`src/rtl/aud_clk_pkg.sv`:
```
`timescale 1ns/1ps
package aud_clk_pkg;
    localparam int NUM_CH  = 4;
    localparam int NUM_IRQ = 3;
    localparam int CTL_W   = 8;

    // Control word bit positions (decoded by the channel logic)
    localparam int CB_SLOWBASE = 0;
    localparam int CB_HP2      = 1;
    localparam int CB_HP1      = 2;
    localparam int CB_JOIN34   = 3;
    localparam int CB_JOIN12   = 4;
    localparam int CB_FAST3    = 5;
    localparam int CB_FAST1    = 6;
    localparam int CB_NOISE9   = 7;
endpackage

```
`src/rtl/aud_tick_gen.sv`:
```
`timescale 1ns/1ps
module aud_tick_gen #(
    parameter int DIV = 28
) (
    input  logic clk,
    input  logic rst_n,
    input  logic clr,
    output logic tick
);
    localparam int CW = (DIV > 1) ? $clog2(DIV) : 1;
    localparam logic [CW-1:0] LAST = CW'(DIV - 1);

    typedef struct packed {
        logic [CW-1:0] cnt;
    } tick_st_t;

    tick_st_t st_d, st_q;

    always_comb begin
        st_d = st_q;
        if (clr || st_q.cnt == LAST) begin
            st_d.cnt = '0;
        end else begin
            st_d.cnt = st_q.cnt + 1'b1;
        end
        tick = !clr && (st_q.cnt == LAST);
    end

    always_ff @(posedge clk) begin
        if (!rst_n) begin
            st_q <= '0;
        end else begin
            st_q <= st_d;
        end
    end
endmodule

```
`src/rtl/aud_div_pair.sv`:
```
`timescale 1ns/1ps
module aud_div_pair #(
    parameter int DW = 8
) (
    input  logic          clk,
    input  logic          rst_n,
    input  logic          reload,
    input  logic          join_en,
    input  logic          lo_tick,
    input  logic          hi_tick,
    input  logic [DW-1:0] div_lo,
    input  logic [DW-1:0] div_hi,
    output logic          lo_pulse,
    output logic          hi_pulse,
    output logic          lo_sq,
    output logic          hi_sq
);
    localparam int WW = 2 * DW;

    typedef struct packed {
        logic [DW-1:0] cnt_lo;
        logic [DW-1:0] cnt_hi;
        logic          p_lo;
        logic          p_hi;
        logic          sq_lo;
        logic          sq_hi;
    } pair_st_t;

    pair_st_t st_d, st_q;
    logic [WW-1:0] wide_q;

    always_comb begin
        st_d   = st_q;
        wide_q = {st_q.cnt_hi, st_q.cnt_lo};
        st_d.p_lo = 1'b0;
        st_d.p_hi = 1'b0;
        if (reload) begin
            st_d.cnt_lo = div_lo;
            st_d.cnt_hi = div_hi;
            st_d.sq_lo  = 1'b0;
            st_d.sq_hi  = 1'b0;
        end else begin
            if (join_en) begin
                // chained: low byte borrow runs into the high byte
                if (lo_tick) begin
                    if (wide_q == '0) begin
                        {st_d.cnt_hi, st_d.cnt_lo} = {div_hi, div_lo};
                        st_d.p_hi = 1'b1;
                    end else begin
                        {st_d.cnt_hi, st_d.cnt_lo} = wide_q - WW'(1);
                    end
                end
            end else begin
                if (lo_tick) begin
                    if (st_q.cnt_lo == '0) begin
                        st_d.cnt_lo = div_lo;
                        st_d.p_lo   = 1'b1;
                    end else begin
                        st_d.cnt_lo = st_q.cnt_lo - 1'b1;
                    end
                end
                if (hi_tick) begin
                    if (st_q.cnt_hi == '0) begin
                        st_d.cnt_hi = div_hi;
                        st_d.p_hi   = 1'b1;
                    end else begin
                        st_d.cnt_hi = st_q.cnt_hi - 1'b1;
                    end
                end
            end
            st_d.sq_lo = st_q.sq_lo ^ st_d.p_lo;
            st_d.sq_hi = st_q.sq_hi ^ st_d.p_hi;
        end
    end

    always_ff @(posedge clk) begin
        if (!rst_n) begin
            st_q <= '0;
        end else begin
            st_q <= st_d;
        end
    end

    assign lo_pulse = st_q.p_lo;
    assign hi_pulse = st_q.p_hi;
    assign lo_sq    = st_q.sq_lo;
    assign hi_sq    = st_q.sq_hi;
endmodule

```
`src/rtl/aud_hp_stage.sv`:
```
`timescale 1ns/1ps
module aud_hp_stage (
    input  logic clk,
    input  logic rst_n,
    input  logic clr,
    input  logic en,
    input  logic sq,
    input  logic sample,
    output logic out
);
    logic hold_d, hold_q;

    always_comb begin
        hold_d = hold_q;
        if (clr || !en) begin
            hold_d = 1'b0;
        end else if (sample) begin
            hold_d = sq;
        end
        out = en ? (sq ^ hold_q) : sq;
    end

    always_ff @(posedge clk) begin
        if (!rst_n) begin
            hold_q <= 1'b0;
        end else begin
            hold_q <= hold_d;
        end
    end
endmodule

```
`src/rtl/aud_clk_ctl.sv`:
```
`timescale 1ns/1ps
module aud_clk_ctl
    import aud_clk_pkg::*;
#(
    parameter int DW       = 8,
    parameter int FAST_DIV = 28,
    parameter int SLOW_DIV = 114
) (
    input  logic              clk,
    input  logic              rst_n,
    input  logic              ctl_we,
    input  logic [CTL_W-1:0]  ctl_wdata,
    input  logic [NUM_CH-1:0] div_we,
    input  logic [DW-1:0]     div_wdata,
    input  logic              start_stb,
    input  logic [NUM_IRQ-1:0] irq_en,
    output logic [NUM_CH-1:0] chan_pulse,
    output logic [NUM_CH-1:0] chan_out,
    output logic [NUM_IRQ-1:0] irq_flag,
    output logic              noise_short
);
    localparam int NUM_PAIR = NUM_CH / 2;

    typedef struct packed {
        logic [CTL_W-1:0]            ctl;
        logic [NUM_CH-1:0][DW-1:0]   div;
        logic [NUM_IRQ-1:0]          flag;
    } top_st_t;

    top_st_t st_d, st_q;

    logic [CTL_W-1:0]  ctl_cur;
    logic              fast_tick, slow_tick, base_tick;
    logic [NUM_CH-1:0] pulse, sq;
    logic [NUM_PAIR-1:0] hp_out;
    logic [NUM_IRQ-1:0]  irq_src;

    assign ctl_cur = st_q.ctl;

    aud_tick_gen #(.DIV(FAST_DIV)) u_fast_tick (
        .clk(clk), .rst_n(rst_n), .clr(start_stb), .tick(fast_tick)
    );
    aud_tick_gen #(.DIV(SLOW_DIV)) u_slow_tick (
        .clk(clk), .rst_n(rst_n), .clr(start_stb), .tick(slow_tick)
    );

    assign base_tick = ctl_cur[CB_SLOWBASE] ? slow_tick : fast_tick;

    for (genvar p = 0; p < NUM_PAIR; p++) begin : g_pair
        localparam int FB = (p == 0) ? CB_FAST1  : CB_FAST3;
        localparam int JB = (p == 0) ? CB_JOIN12 : CB_JOIN34;
        localparam int HB = (p == 0) ? CB_HP1    : CB_HP2;
        logic lo_tick;
        assign lo_tick = ctl_cur[FB] ? 1'b1 : base_tick;

        aud_div_pair #(.DW(DW)) u_pair (
            .clk      (clk),
            .rst_n    (rst_n),
            .reload   (start_stb),
            .join_en  (ctl_cur[JB]),
            .lo_tick  (lo_tick),
            .hi_tick  (base_tick),
            .div_lo   (st_q.div[2*p]),
            .div_hi   (st_q.div[2*p+1]),
            .lo_pulse (pulse[2*p]),
            .hi_pulse (pulse[2*p+1]),
            .lo_sq    (sq[2*p]),
            .hi_sq    (sq[2*p+1])
        );

        // channel p filtered, sampled by channel p+2
        aud_hp_stage u_hp (
            .clk    (clk),
            .rst_n  (rst_n),
            .clr    (start_stb),
            .en     (ctl_cur[HB]),
            .sq     (sq[p]),
            .sample (pulse[p+2]),
            .out    (hp_out[p])
        );
    end

    assign irq_src = {pulse[3], pulse[1], pulse[0]};

    always_comb begin
        st_d = st_q;
        if (ctl_we) begin
            st_d.ctl = ctl_wdata;
        end
        for (int i = 0; i < NUM_CH; i++) begin
            if (div_we[i]) begin
                st_d.div[i] = div_wdata;
            end
        end
        for (int k = 0; k < NUM_IRQ; k++) begin
            st_d.flag[k] = irq_en[k] ? (st_q.flag[k] | irq_src[k]) : 1'b0;
        end
    end

    always_ff @(posedge clk) begin
        if (!rst_n) begin
            st_q <= '0;
        end else begin
            st_q <= st_d;
        end
    end

    assign chan_pulse  = pulse;
    assign chan_out    = {sq[3], sq[2], hp_out[1], hp_out[0]};
    assign irq_flag    = st_q.flag;
    assign noise_short = ctl_cur[CB_NOISE9];
endmodule

```
`config.mk`:
```
export PLATFORM = sky130hd
export DESIGN_NAME = aud_clk_ctl
export DESIGN_NICKNAME = d
export VERILOG_FILES = /design/src/rtl/aud_clk_pkg.sv /design/src/rtl/aud_tick_gen.sv /design/src/rtl/aud_div_pair.sv /design/src/rtl/aud_hp_stage.sv /design/src/rtl/aud_clk_ctl.sv
export SDC_FILE = /design/constraint.sdc
export NUM_CORES = 1
export LEC_CHECK = 0
export BUFFER_PORTS_ARGS = -buffer_cell sky130_fd_sc_hd__clkbuf_2
export CAP_MARGIN = 25
export CORE_ASPECT_RATIO = 1.4
export CORE_MARGIN = 2
export CORE_UTILIZATION = 57
export DETAILED_ROUTE_END_ITERATION = 6
export GPL_TIMING_DRIVEN = 0
export HOLD_SLACK_MARGIN = 0.12
export PLACE_DENSITY = 0.76
export SYNTH_ARGS = -nofsm -noshare
export SYNTH_HDL_FRONTEND = slang
export SYNTH_HIERARCHICAL = 1
export SYNTH_SLANG_ARGS = --single-unit
```
`constraint.sdc`:
```
create_clock -name clk -period 3.1 [get_ports clk]
set_input_delay 0.62 -clock clk [delete_from_list [all_inputs] [get_ports clk]]
set_output_delay 0.62 -clock clk [all_outputs]
set_load 0.03 [all_outputs]
```
## After elaboration in Yosys (flattened, before gate mapping)

Index checks and enable logic that the tools add are counted.

| word-level totals | value |
|---|---|
| bits in registers | 97 |
| latch bits | 0 |
| RAM bits | 0 |
| ROM bits | 0 |
| input bits | 27 |
| output and inout port bits | 12 |
| memories | 0 |

| operators by class | value |
|---|---|
| add/sub/neg operators | 8 |
| multiply operators | 0 |
| div/mod/pow operators | 0 |
| magnitude comparators | 0 |
| equality and inequality tests | 4 |
| shift operators | 0 |
| mux-type cells | 41 |
| bitwise logic cells | 10 |
| reductions and logical operators | 29 |

Operators by type and width:

| kind | count |
|---|---|
| 16-bit 2-to-1 mux | 8 |
| 8-bit 2-to-1 mux | 8 |
| 16-bit zero test | 2 |
| 8-bit zero test | 4 |
| 16-bit by 1-bit subtractor with 16-bit output, second input constant | 2 |
| 8-bit by 1-bit subtractor with 8-bit output, second input constant | 4 |
| 1-bit 2-to-1 mux | 25 |
| 2-bit AND reduction | 5 |
| 2-bit OR reduction | 5 |
| 7-bit by 1-bit adder with 7-bit output, second input constant | 1 |
| 7-bit == test, second input constant | 1 |
| 3-bit by 2-bit != test with 1-bit output, second input constant | 2 |
| 3-bit nonzero test | 2 |
| 1-bit bitwise XOR | 6 |
| 5-bit by 1-bit adder with 5-bit output, second input constant | 1 |
| 5-bit == test, second input constant | 1 |
| 1-bit logical OR | 4 |
| 2-bit nonzero test | 2 |
| 1-bit zero test | 3 |
| 1-bit bitwise OR | 3 |
| 1-bit logical AND | 2 |
| 1-bit inverter | 1 |

## Longest topological paths before layout

Gate-level depths: netlist (run 1).

| depth | value |
|---|---|
| word-level depth | 8 |
| mapped depth | 12 |
| gate-level depth less buffers | 12 |

## Hierarchy

Netlist (run 1), hierarchy kept.

By module, submodules not included:

| module | instances | cells an instance | area each (µm²) | seq. area each (µm²) |
|---|---|---|---|---|
| aud_div_pair | 2 | 214 | 1,510.2 | 400.4 |
| aud_clk_ctl | 1 | 144 | 1,666.6 | 860.8 |
| aud_tick_gen (u_slow_tick) | 1 | 32 | 296.5 | 140.1 |
| aud_tick_gen (u_fast_tick) | 1 | 21 | 205.2 | 100.1 |
| aud_hp_stage | 2 | 6 | 56.3 | 20.0 |

## Worst setup path after synthesis (run 1)

OpenSTA, ideal clock, no wires.

| timing | value |
|---|---|
| path type | reg-to-reg |
| from | reg g_pair[0].u_pair/st_q[4] (netlist bit) |
| to | reg g_pair[0].u_pair/st_q[10] (netlist bit) |
| arrival time | 2.084 ns |
| data required time | 2.977 ns |
| setup slack | 0.893 ns |
| cell stages (with the launch flop) | 8 |
| clock period less this slack | 2.207 ns |
| path through | dfxtp_1 inv_1 ha_1 or4b_4 o41a_1 and2_4 a222oi_1 o21ai_1 |

| between the ends | value |
|---|---|
| longest elaborated chain between the ends | 5 |
| elaborated cells between the ends (all ways) | 10 |

Ends and longest elaborated chain:

| what | line | source |
|---|---|---|
| from (decl) | aud_div_pair.sv:29 | `pair_st_t st_d, st_q;` |
| from (signal assigned) | aud_div_pair.sv:80 | `st_q <= st_d;` |
| 16-bit by 1-bit subtractor with 16-bit output (tied with other cells) | aud_div_pair.sv:50 | `{st_d.cnt_hi, st_d.cnt_lo} = wide_q - WW'(1);` |
| 16-bit 2-to-1 mux or 8-bit 2-to-1 mux (tied branches) | aud_div_pair.sv:46, aud_div_pair.sv:63 |  |
| 16-bit 2-to-1 mux or 8-bit 2-to-1 mux (tied branches) | aud_div_pair.sv:45, aud_div_pair.sv:62 |  |
| 16-bit 2-to-1 mux * | aud_div_pair.sv:43 | `if (join_en) begin` |
| 16-bit 2-to-1 mux * | aud_div_pair.sv:37 | `if (reload) begin` |

Mark *: on every way between the ends. The rest lies on a longest branch, timed or not. The select of a mux whose other input is x is not followed.
A chain may end at the register's enable or synchronous reset.

## Worst setup path after layout (run 1)

| timing | value |
|---|---|
| from | reg g_pair[1].u_pair/st_q[4] (netlist bit) |
| to | reg g_pair[1].u_pair/st_q[14] (netlist bit) |

| between the ends | value |
|---|---|
| longest elaborated chain between the ends | 5 |

Ends and longest elaborated chain:

| what | line | source |
|---|---|---|
| from (decl) | aud_div_pair.sv:29 |  |
| from (signal assigned) | aud_div_pair.sv:80 |  |
| 16-bit zero test | aud_div_pair.sv:46 | `if (wide_q == '0) begin` |
| 16-bit 2-to-1 mux | aud_div_pair.sv:46 |  |
| 16-bit 2-to-1 mux | aud_div_pair.sv:45 | `if (lo_tick) begin` |
| 16-bit 2-to-1 mux | aud_div_pair.sv:43 |  |
| 16-bit 2-to-1 mux | aud_div_pair.sv:37 |  |

Every way passes these cells. The select of a mux whose other input is x is not followed.

==> results by group, run 1 <==
GRT
  – First-pass GRT wire length: 22.2 mm
  – Vias in the first global route: 4659
  – Antenna violations before repair: 0
  – Pin count of the biggest net entering global routing: 20
  – GRT Total Usage: 27.6%
  – Global route overflow: 0

Power and ir drop
  – Max VDD drop: 407 uV
  – PD cells: 660 nW/um^2
  – Clk pwr share: 30.6%
  – Sw frac: 34.9%
  – Switching Power: 1.36 mW
  – Sequential power share: 36.8%
  – Leakage Power: 2.40 nW
  – Power Internal: 2.54 mW
  – Gate power share: 32.6%

Clocking
  – Num CTS Buffers: 9
  – Post-CTS Setup Bufs: 0
  – CTS root buffer: clkbuf_16
  – Clk buf depth: 2
  – H-tree Lvls: 3
  – CTS clock-pin slew for the worst setup and hold paths: 0.06 ns
  – Clock Sinks: 97
  – CTS tree: yes
  – Post-CTS sizing: 0
  – # hold bufs at CTS: 0
  – Latest clock arrival within the worst-skew pair: 0.35 ns

Timing
  – Final count of hold timing violations: 0
  – Unrepaired setup endpoints after global routing: no
  – Setup violations, final: 0
  – Slew @ Worst Pin: 0.943 ns
  – Setup TNS Final: 0 ns
  – Max Freq: 383 MHz
  – Final period util: 84.3%
  – Setup Skew: 0.00793 ns
  – Final slew viol count: 0
  – Worst slew margin: 36.5%
  – Tmin final: 2.61 ns

Worst hold path
  – WHS Path Cells: 1
  – Hold Startpoint: u_fast_tick/st_q[0]
  – Hold endpoint: u_fast_tick/st_q[0]
  – Min-Delay Path Class: register to register

Setup path
  – Crit. End Element: register
  – Classification of the worst setup path: register to register
  – Reg2Reg Depth: 10
  – Critical Path Start Type: register
  – Reg-to-Reg End: g_pair[1].u_pair/st_q[14]
  – Slowest-stage cell, CP: or4b_4
  – Worst Path Buf+Inv: 3
  – Cell Chain, Critical Path: inv_1, ha_1, or4b_4, buf_2, o21ai_1, a21o_1, buf_4, nor3b_1, a21oi_1, o22ai_1
  – Max stage delay on crit path: 0.50 ns
  – Signal arrival time at the worst endpoint: 2.83 ns
  – FF-to-FF Start: g_pair[1].u_pair/st_q[4]
  – Reg2Reg Setup Slack: 0.49 ns
  – CP Max Fanout: 10
  – Delay-heaviest family, CP: compound AO/OA/AOI/OAI gates
  – Worst Path Required: 3.32 ns

Routing
  – Antenna Violating Nets Remaining: 0
  – DRC: 0
  – 1st-pass router iterations: 5
  – Starting DRT DRC Count: 293
  – Via count: 4841
  – WL final: 13.8 mm
  – Post-DR vias/cell: 6.10
  – Average wire per standard cell: 17.4 um

Floorplanning
  – DIE AREA: 10100 um^2
  – Effective utilization at floorplan: 58.7%
  – Total I/O pin count: 39
  – Die Y: 118 um
  – Rows: 41
  – Core area: 9030 um^2
  – Chip width: 85.5 um

Logic synthesis
  – Synth warn: 6
  – EDFF count, synth: 0
  – Simple-Gate Fraction of Synth Area: 26.2%
  – Post-synthesis mux area share: 9.25%
  – Syn Area/Cell: 8.32 um^2
  – Yosys reg bits: 97
  – Largest family of logic cells by synthesized area: simple AND/OR/NAND/NOR gates
  – Xor and xnor area share after synthesis: 3.14%
  – Post-Synthesis Net Count: 673
  – Synthesized area: 5300 um^2
  – Count of unique library cells instantiated by Yosys: 58
  – Compound-Gate Fraction of Synth Area: 17.1%
  – Sequential cell area fraction in the yosys report: 36.6%
  – Async S/R FF share, synth: 0%
  – Post-Synth Adder-Cell Area: 2.12%
  – Cells after Synth: 637
  – Top FF cell, synth: dfxtp_1

Final layout
  – Multi-input logic area: 3070 um^2
  – Antenna cells: 0
  – Highest-count cells in the layout ignoring fill and taps: 97 x dfxtp_1, 58 x nor2_1, 49 x mux2i_1, 49 x nand2_1, 43 x nor2b_1
  – Register area: 1940 um^2
  – Core Util, Final: 65.6%
  – Final Cell Area: 5920 um^2
  – Share of cells above drive strength 1: 12.8%
  – P&R area growth vs syn: 11.7%
  – # fillers: 768
  – Final net count: 717
  – Commonest non-fill, non-tap cell in the layout: dfxtp_1

Place
  – Detail Placement HPWL: 10.2 mm
  – Placed cell areas: 5600 um^2
  – Final GP Congestion: 0.952
  – Port bufs: 33

Job
  – Max cap viols: 0

Status
  – Status: completed
## metal layers
metal / global-route usage [%] / vias to the layer above / wire length [um]
li1: - / 2362 / -
met1: 30.1 / 2252 / 5190
met3: 4.91 / 54 / 766
met2: 49.3 / 173 / 7150
met4: 14.9 / 0 / 656
met5: 0 / - / 0
## cells by family after synthesis
logic type | after synthesis
multiplexers | 49
flip-flops | 97
buffers and inverters | 57
adder cells (fa/ha/maj) | 9
AO/OA/AOI/OAI | 147
AND/OR/NAND/NOR | 259
XOR/XNOR | 19
## how the worst max path moves through the flow
stage	start	endpoint	slack, ns	cells after the start
2_1_floorplan	g_pair[0].u_pair/st_q[4]	g_pair[0].u_pair/st_q[10]	0.89	7
3_3_place_gp	start_stb	g_pair[1].u_pair/st_q[7]	0.27	8
3_5_place_dp	start_stb	g_pair[1].u_pair/st_q[7]	0.20	8
4_1_cts	g_pair[1].u_pair/st_q[4]	g_pair[1].u_pair/st_q[19]	0.56	10
5_1_grt	u_slow_tick/st_q[1]	g_pair[1].u_pair/st_q[7]	0.39	10
6_report	g_pair[1].u_pair/st_q[4]	g_pair[1].u_pair/st_q[14]	0.49	10
## flip-flops by register name, indices dropped and copies added, names as in the netlist
register / count
g_pair.u_pair/st_q: 32
st_q: 32
ctl_cur: 8
u_slow_tick/st_q: 7
u_fast_tick/st_q: 5
irq_flag: 3
g_pair.u_hp/hold_q: 2
g_pair.u_pair/hi_pulse: 2
g_pair.u_pair/hi_sq: 2
g_pair.u_pair/lo_pulse: 2
g_pair.u_pair/lo_sq: 2
## cell usage after synthesis, drive strengths merged, types with 3 or more instances
master | count | share of area (%)
o211a | 3 | 0.57
or3 | 10 | 1.2
nand2 | 49 | 3.5
or2 | 4 | 0.47
or4 | 4 | 0.57
ha | 9 | 2.1
o211ai | 6 | 0.85
a211oi | 6 | 0.85
buf | 23 | 3.0
o22ai | 12 | 1.4
nor3b | 7 | 1.1
a21o | 4 | 0.57
mux2i | 49 | 9.3
nor2b | 43 | 5.1
nor3 | 25 | 2.5
o21ai | 45 | 4.2
xnor2 | 12 | 2.0
clkbuf | 17 | 1.2
xor2 | 7 | 1.2
a31oi | 12 | 1.4
nand3 | 27 | 2.6
and2 | 8 | 1.0
nor2 | 58 | 4.1
nor4 | 8 | 1.5
a21oi | 37 | 3.5
dfxtp | 97 | 37
inv | 17 | 1.2
## through the flow
stage | cells | hold WS (ns) | setup WS (ns) | power (mW)
global route | 793 | 0.487 | 0.386 | 4.12
floorplan | 637 | 0.418 | 0.893 | 2.41
CTS | 793 | 0.454 | 0.560 | 3.91
finish | 793 | 0.456 | 0.487 | 3.91
global placement | 777 | 0.431 | 0.271 | 2.68
detailed placement | 777 | 0.444 | 0.203 | 2.70
## final cells by class
cell class | count | area share (%)
multi-input combinational | 483 | 51.8
sequential | 97 | 32.8
clock buffer | 10 | 3.87
buffer | 40 | 3.83
timing repair buffer | 33 | 2.79
tap | 107 | 2.26
clock inverter | 6 | 1.52
inverter | 17 | 1.08
## power groups by stage
stage                     clock network, mW  registers (mW)  logic [mW]
final                                  1.20            1.44        1.27
after floorplan                           0            1.44       0.968
after CTS                              1.22            1.43        1.25
after global routing                   1.27            1.45        1.40
after detailed placement                  0            1.46        1.24
after global placement                    0            1.46        1.22
Power figures use the tool's default switching activity.
==> run 2: changes to the inputs <==
Clock period 3.1 ns to 2.7 ns, I/O delays scaled along.
==> run 2 against run 1 <==
Effect of this change:
- via count grew 0.27%
- utilization about the same
- register-to-register slack got worse by 0.32 ns
- critical path type unchanged
- final cell count is the same
- sequential share of layout area hardly changed
- maximum frequency is 3.0% higher
- sequential cell count unchanged
- global-route usage is the same
- setup slack got worse by 0.32 ns
- combinational power is 15% higher
- count of clock-buffer cells in the layout is the same
- non-clock buffer count stayed put
==> results by group, run 2 (synthesized netlist as in run 1, its figures left out) <==
Setup path
  – FF-to-FF Start: g_pair[1].u_pair/st_q[4] (unchanged)
  – Signal arrival time at the worst endpoint: 2.76 ns (was 2.83 ns)
  – Reg2Reg Setup Slack: 0.16 ns (was 0.49 ns)
  – Critical Path Start Type: register (unchanged)
  – Delay-heaviest family, CP: compound AO/OA/AOI/OAI gates (unchanged)
  – Classification of the worst setup path: register to register (unchanged)
  – Worst Path Required: 2.93 ns (was 3.32 ns)
  – Worst Path Buf+Inv: 3 (unchanged)
  – Slowest-stage cell, CP: or4b_4 (unchanged)
  – Max stage delay on crit path: 0.49 ns (was 0.50 ns)
  – Crit. End Element: register (unchanged)
  – Reg-to-Reg End: g_pair[1].u_pair/st_q[19] (was g_pair[1].u_pair/st_q[14])
  – CP Max Fanout: 10 (unchanged)
  – Reg2Reg Depth: 10 (unchanged)
  – Cell Chain, Critical Path: inv_1, ha_2, or4b_4, buf_2, o21ai_1, a21o_1, buf_4, a21oi_1, o211ai_1, o21ai_0 (was inv_1, ha_1, or4b_4, buf_2, o21ai_1, a21o_1, buf_4, nor3b_1, a21oi_1, o22ai_1)

Power and ir drop
  – Sequential power share: 36.7% (was 36.8%)
  – Switching Power: 1.57 mW (was 1.36 mW)
  – PD cells: 759 nW/um^2 (was 660 nW/um^2)
  – Clk pwr share: 30.7% (was 30.6%)
  – Pwr Total: 4.49 mW (was 3.91 mW)
  – Leakage Power: 2.40 nW (about the same)
  – Power Internal: 2.92 mW (was 2.54 mW)
  – Gate power share: 32.6% (about the same)
  – Max VDD drop: 468 uV (was 407 uV)
  – Sw frac: 34.9% (about the same)

Place
  – Final GP Congestion: 0.952 (unchanged)
  – Detail Placement HPWL: 10.2 mm (unchanged)
  – Port bufs: 33 (unchanged)

Timing
  – Setup Skew: 0.00848 ns (was 0.00793 ns)
  – Final period util: 93.9% (was 84.3%)
  – Final slew viol count: 0 (unchanged)
  – Max Freq: 394 MHz (was 383 MHz)
  – Final count of hold timing violations: 0 (unchanged)
  – Slew @ Worst Pin: 0.962 ns (was 0.943 ns)
  – Unrepaired setup endpoints after global routing: yes (was no)
  – Setup violations, final: 0 (unchanged)
  – Worst slew margin: 35.3% (was 36.5%)
  – Tmin final: 2.54 ns (was 2.61 ns)

Routing
  – WL final: 13.7 mm (was 13.8 mm)
  – Antenna Violating Nets Remaining: 0 (unchanged)
  – Starting DRT DRC Count: 280 (was 293)
  – 1st-pass router iterations: 5 (unchanged)
  – Average wire per standard cell: 17.3 um (was 17.4 um)
  – Via count: 4854 (was 4841)
  – DRC: 0 (unchanged)
  – Post-DR vias/cell: 6.12 (was 6.10)

Floorplanning
  – Die Y: 118 um (unchanged)
  – Chip width: 85.5 um (unchanged)
  – Total I/O pin count: 39 (unchanged)
  – Core area: 9030 um^2 (unchanged)
  – Rows: 41 (unchanged)
  – DIE AREA: 10100 um^2 (unchanged)
  – Effective utilization at floorplan: 58.7% (unchanged)

Final layout
  – Final net count: 717 (unchanged)
  – Core Util, Final: 65.6% (about the same)
  – Highest-count cells in the layout ignoring fill and taps: 97 x dfxtp_1, 58 x nor2_1, 49 x mux2i_1, 49 x nand2_1, 43 x nor2b_1 (unchanged)
  – P&R area growth vs syn: 11.7% (about the same)
  – Commonest non-fill, non-tap cell in the layout: dfxtp_1 (unchanged)
  – Antenna cells: 0 (unchanged)
  – Share of cells above drive strength 1: 13.0% (was 12.8%)

Clocking
  – Num CTS Buffers: 9 (unchanged)
  – Clock Sinks: 97 (unchanged)
  – CTS tree: yes (unchanged)
  – CTS clock-pin slew for the worst setup and hold paths: 0.07 ns (was 0.06 ns)
  – H-tree Lvls: 3 (unchanged)
  – Clk buf depth: 2 (unchanged)
  – CTS root buffer: clkbuf_16 (unchanged)
  – Post-CTS Setup Bufs: 0 (unchanged)
  – Latest clock arrival within the worst-skew pair: 0.35 ns (about the same)

GRT
  – First-pass GRT wire length: 22.2 mm (unchanged)
  – Pin count of the biggest net entering global routing: 20 (unchanged)
  – GRT Total Usage: 27.6% (unchanged)
  – Vias in the first global route: 4659 (unchanged)
  – Global route overflow: 0 (unchanged)
  – Antenna violations before repair: 0 (unchanged)

Worst hold path
  – WHS Path Cells: 2 (was 1)
  – Hold Startpoint: irq_en[2] (was u_fast_tick/st_q[0])
  – Hold endpoint: irq_flag[2] (was u_fast_tick/st_q[0])
  – Min-Delay Path Class: primary input to register (was register to register)

Job
  – Max cap viols: 0 (unchanged)

Status
  – Status: completed (unchanged)
==> run 2: worst reg2reg max path, stage by stage (launching register included) <==
cell      delay, ns
dfxtp_1        0.35
inv_1          0.13
ha_2           0.27
or4b_4         0.49
buf_2          0.21
o21ai_1        0.23
a21o_1         0.25
buf_4          0.20
a21oi_1        0.05
o211ai_1       0.14
o21ai_0        0.10
==> run 2: layer usage <==
layer / share of wire (%) / GRT usage, % / vias to the layer above
met1: 38 / 30.1 / 2271
met3: 4.9 / 4.91 / 53
met2: 52 / 49.3 / 168
li1: - / - / 2362
met5: 0 / 0 / -
met4: 4.9 / 14.9 / 0
==> run 2: stage by stage <==
stage | instances | setup TNS, ns | setup WS [ns] | hold slack, ns | area [um^2]
2_1_floorplan | 637 | 0 | 0.493 | 0.418 | 5300
3_3_place_gp | 777 | -0.0492 | -0.0492 | 0.431 | 5600
3_5_place_dp | 777 | -0.133 | -0.117 | 0.444 | 5600
4_1_cts | 793 | 0 | 0.160 | 0.397 | 5920
5_1_grt | 793 | -0.0144 | -0.0144 | 0.408 | 5920
6_report | 793 | 0 | 0.163 | 0.407 | 5920
==> run 2: final cells by class <==
type,instances,area [um^2]
Clock buffer,10,229
Timing Repair Buffer,33,165
Inverter,17,63.8
Tap cell,107,134
Clock inverter,6,90.1
Fill cell,768,3110
Sequential cell,97,1940
Multi-Input combinational cell,483,3070
Buffer,40,226
==> run 2: power groups by stage <==
| stage | Sequential [mW] | Combinational (mW) | Clock, mW |
|---|---|---|---|
| finish | 1.65 | 1.46 | 1.38 |
| global route | 1.67 | 1.61 | 1.45 |
| CTS | 1.65 | 1.43 | 1.41 |
| detailed placement | 1.68 | 1.42 | 0 |
| global placement | 1.67 | 1.40 | 0 |
| floorplan | 1.65 | 1.11 | 0 |
==> run 2: what timing repair did <==
item                                    4_1_cts  5_1_grt
gates resized for setup                       0        1
hold buffers                                  0        0
endpoints found under the hold margin         0        0
endpoints found under the setup margin        0        2
==> run 2: worst max-delay path by stage <==
stage                                      endpoint  slack (ns)  depth (start not counted)                startpoint
final                     g_pair[1].u_pair/st_q[19]        0.16                         10  g_pair[1].u_pair/st_q[4]
after global routing       g_pair[1].u_pair/st_q[7]       -0.01                         10       u_slow_tick/st_q[1]
after CTS                 g_pair[1].u_pair/st_q[19]        0.16                         10  g_pair[1].u_pair/st_q[4]
after detailed placement   g_pair[1].u_pair/st_q[7]       -0.12                          8                 start_stb
after global placement     g_pair[1].u_pair/st_q[7]       -0.05                          8                 start_stb
after floorplan           g_pair[0].u_pair/st_q[10]        0.49                          7  g_pair[0].u_pair/st_q[4]
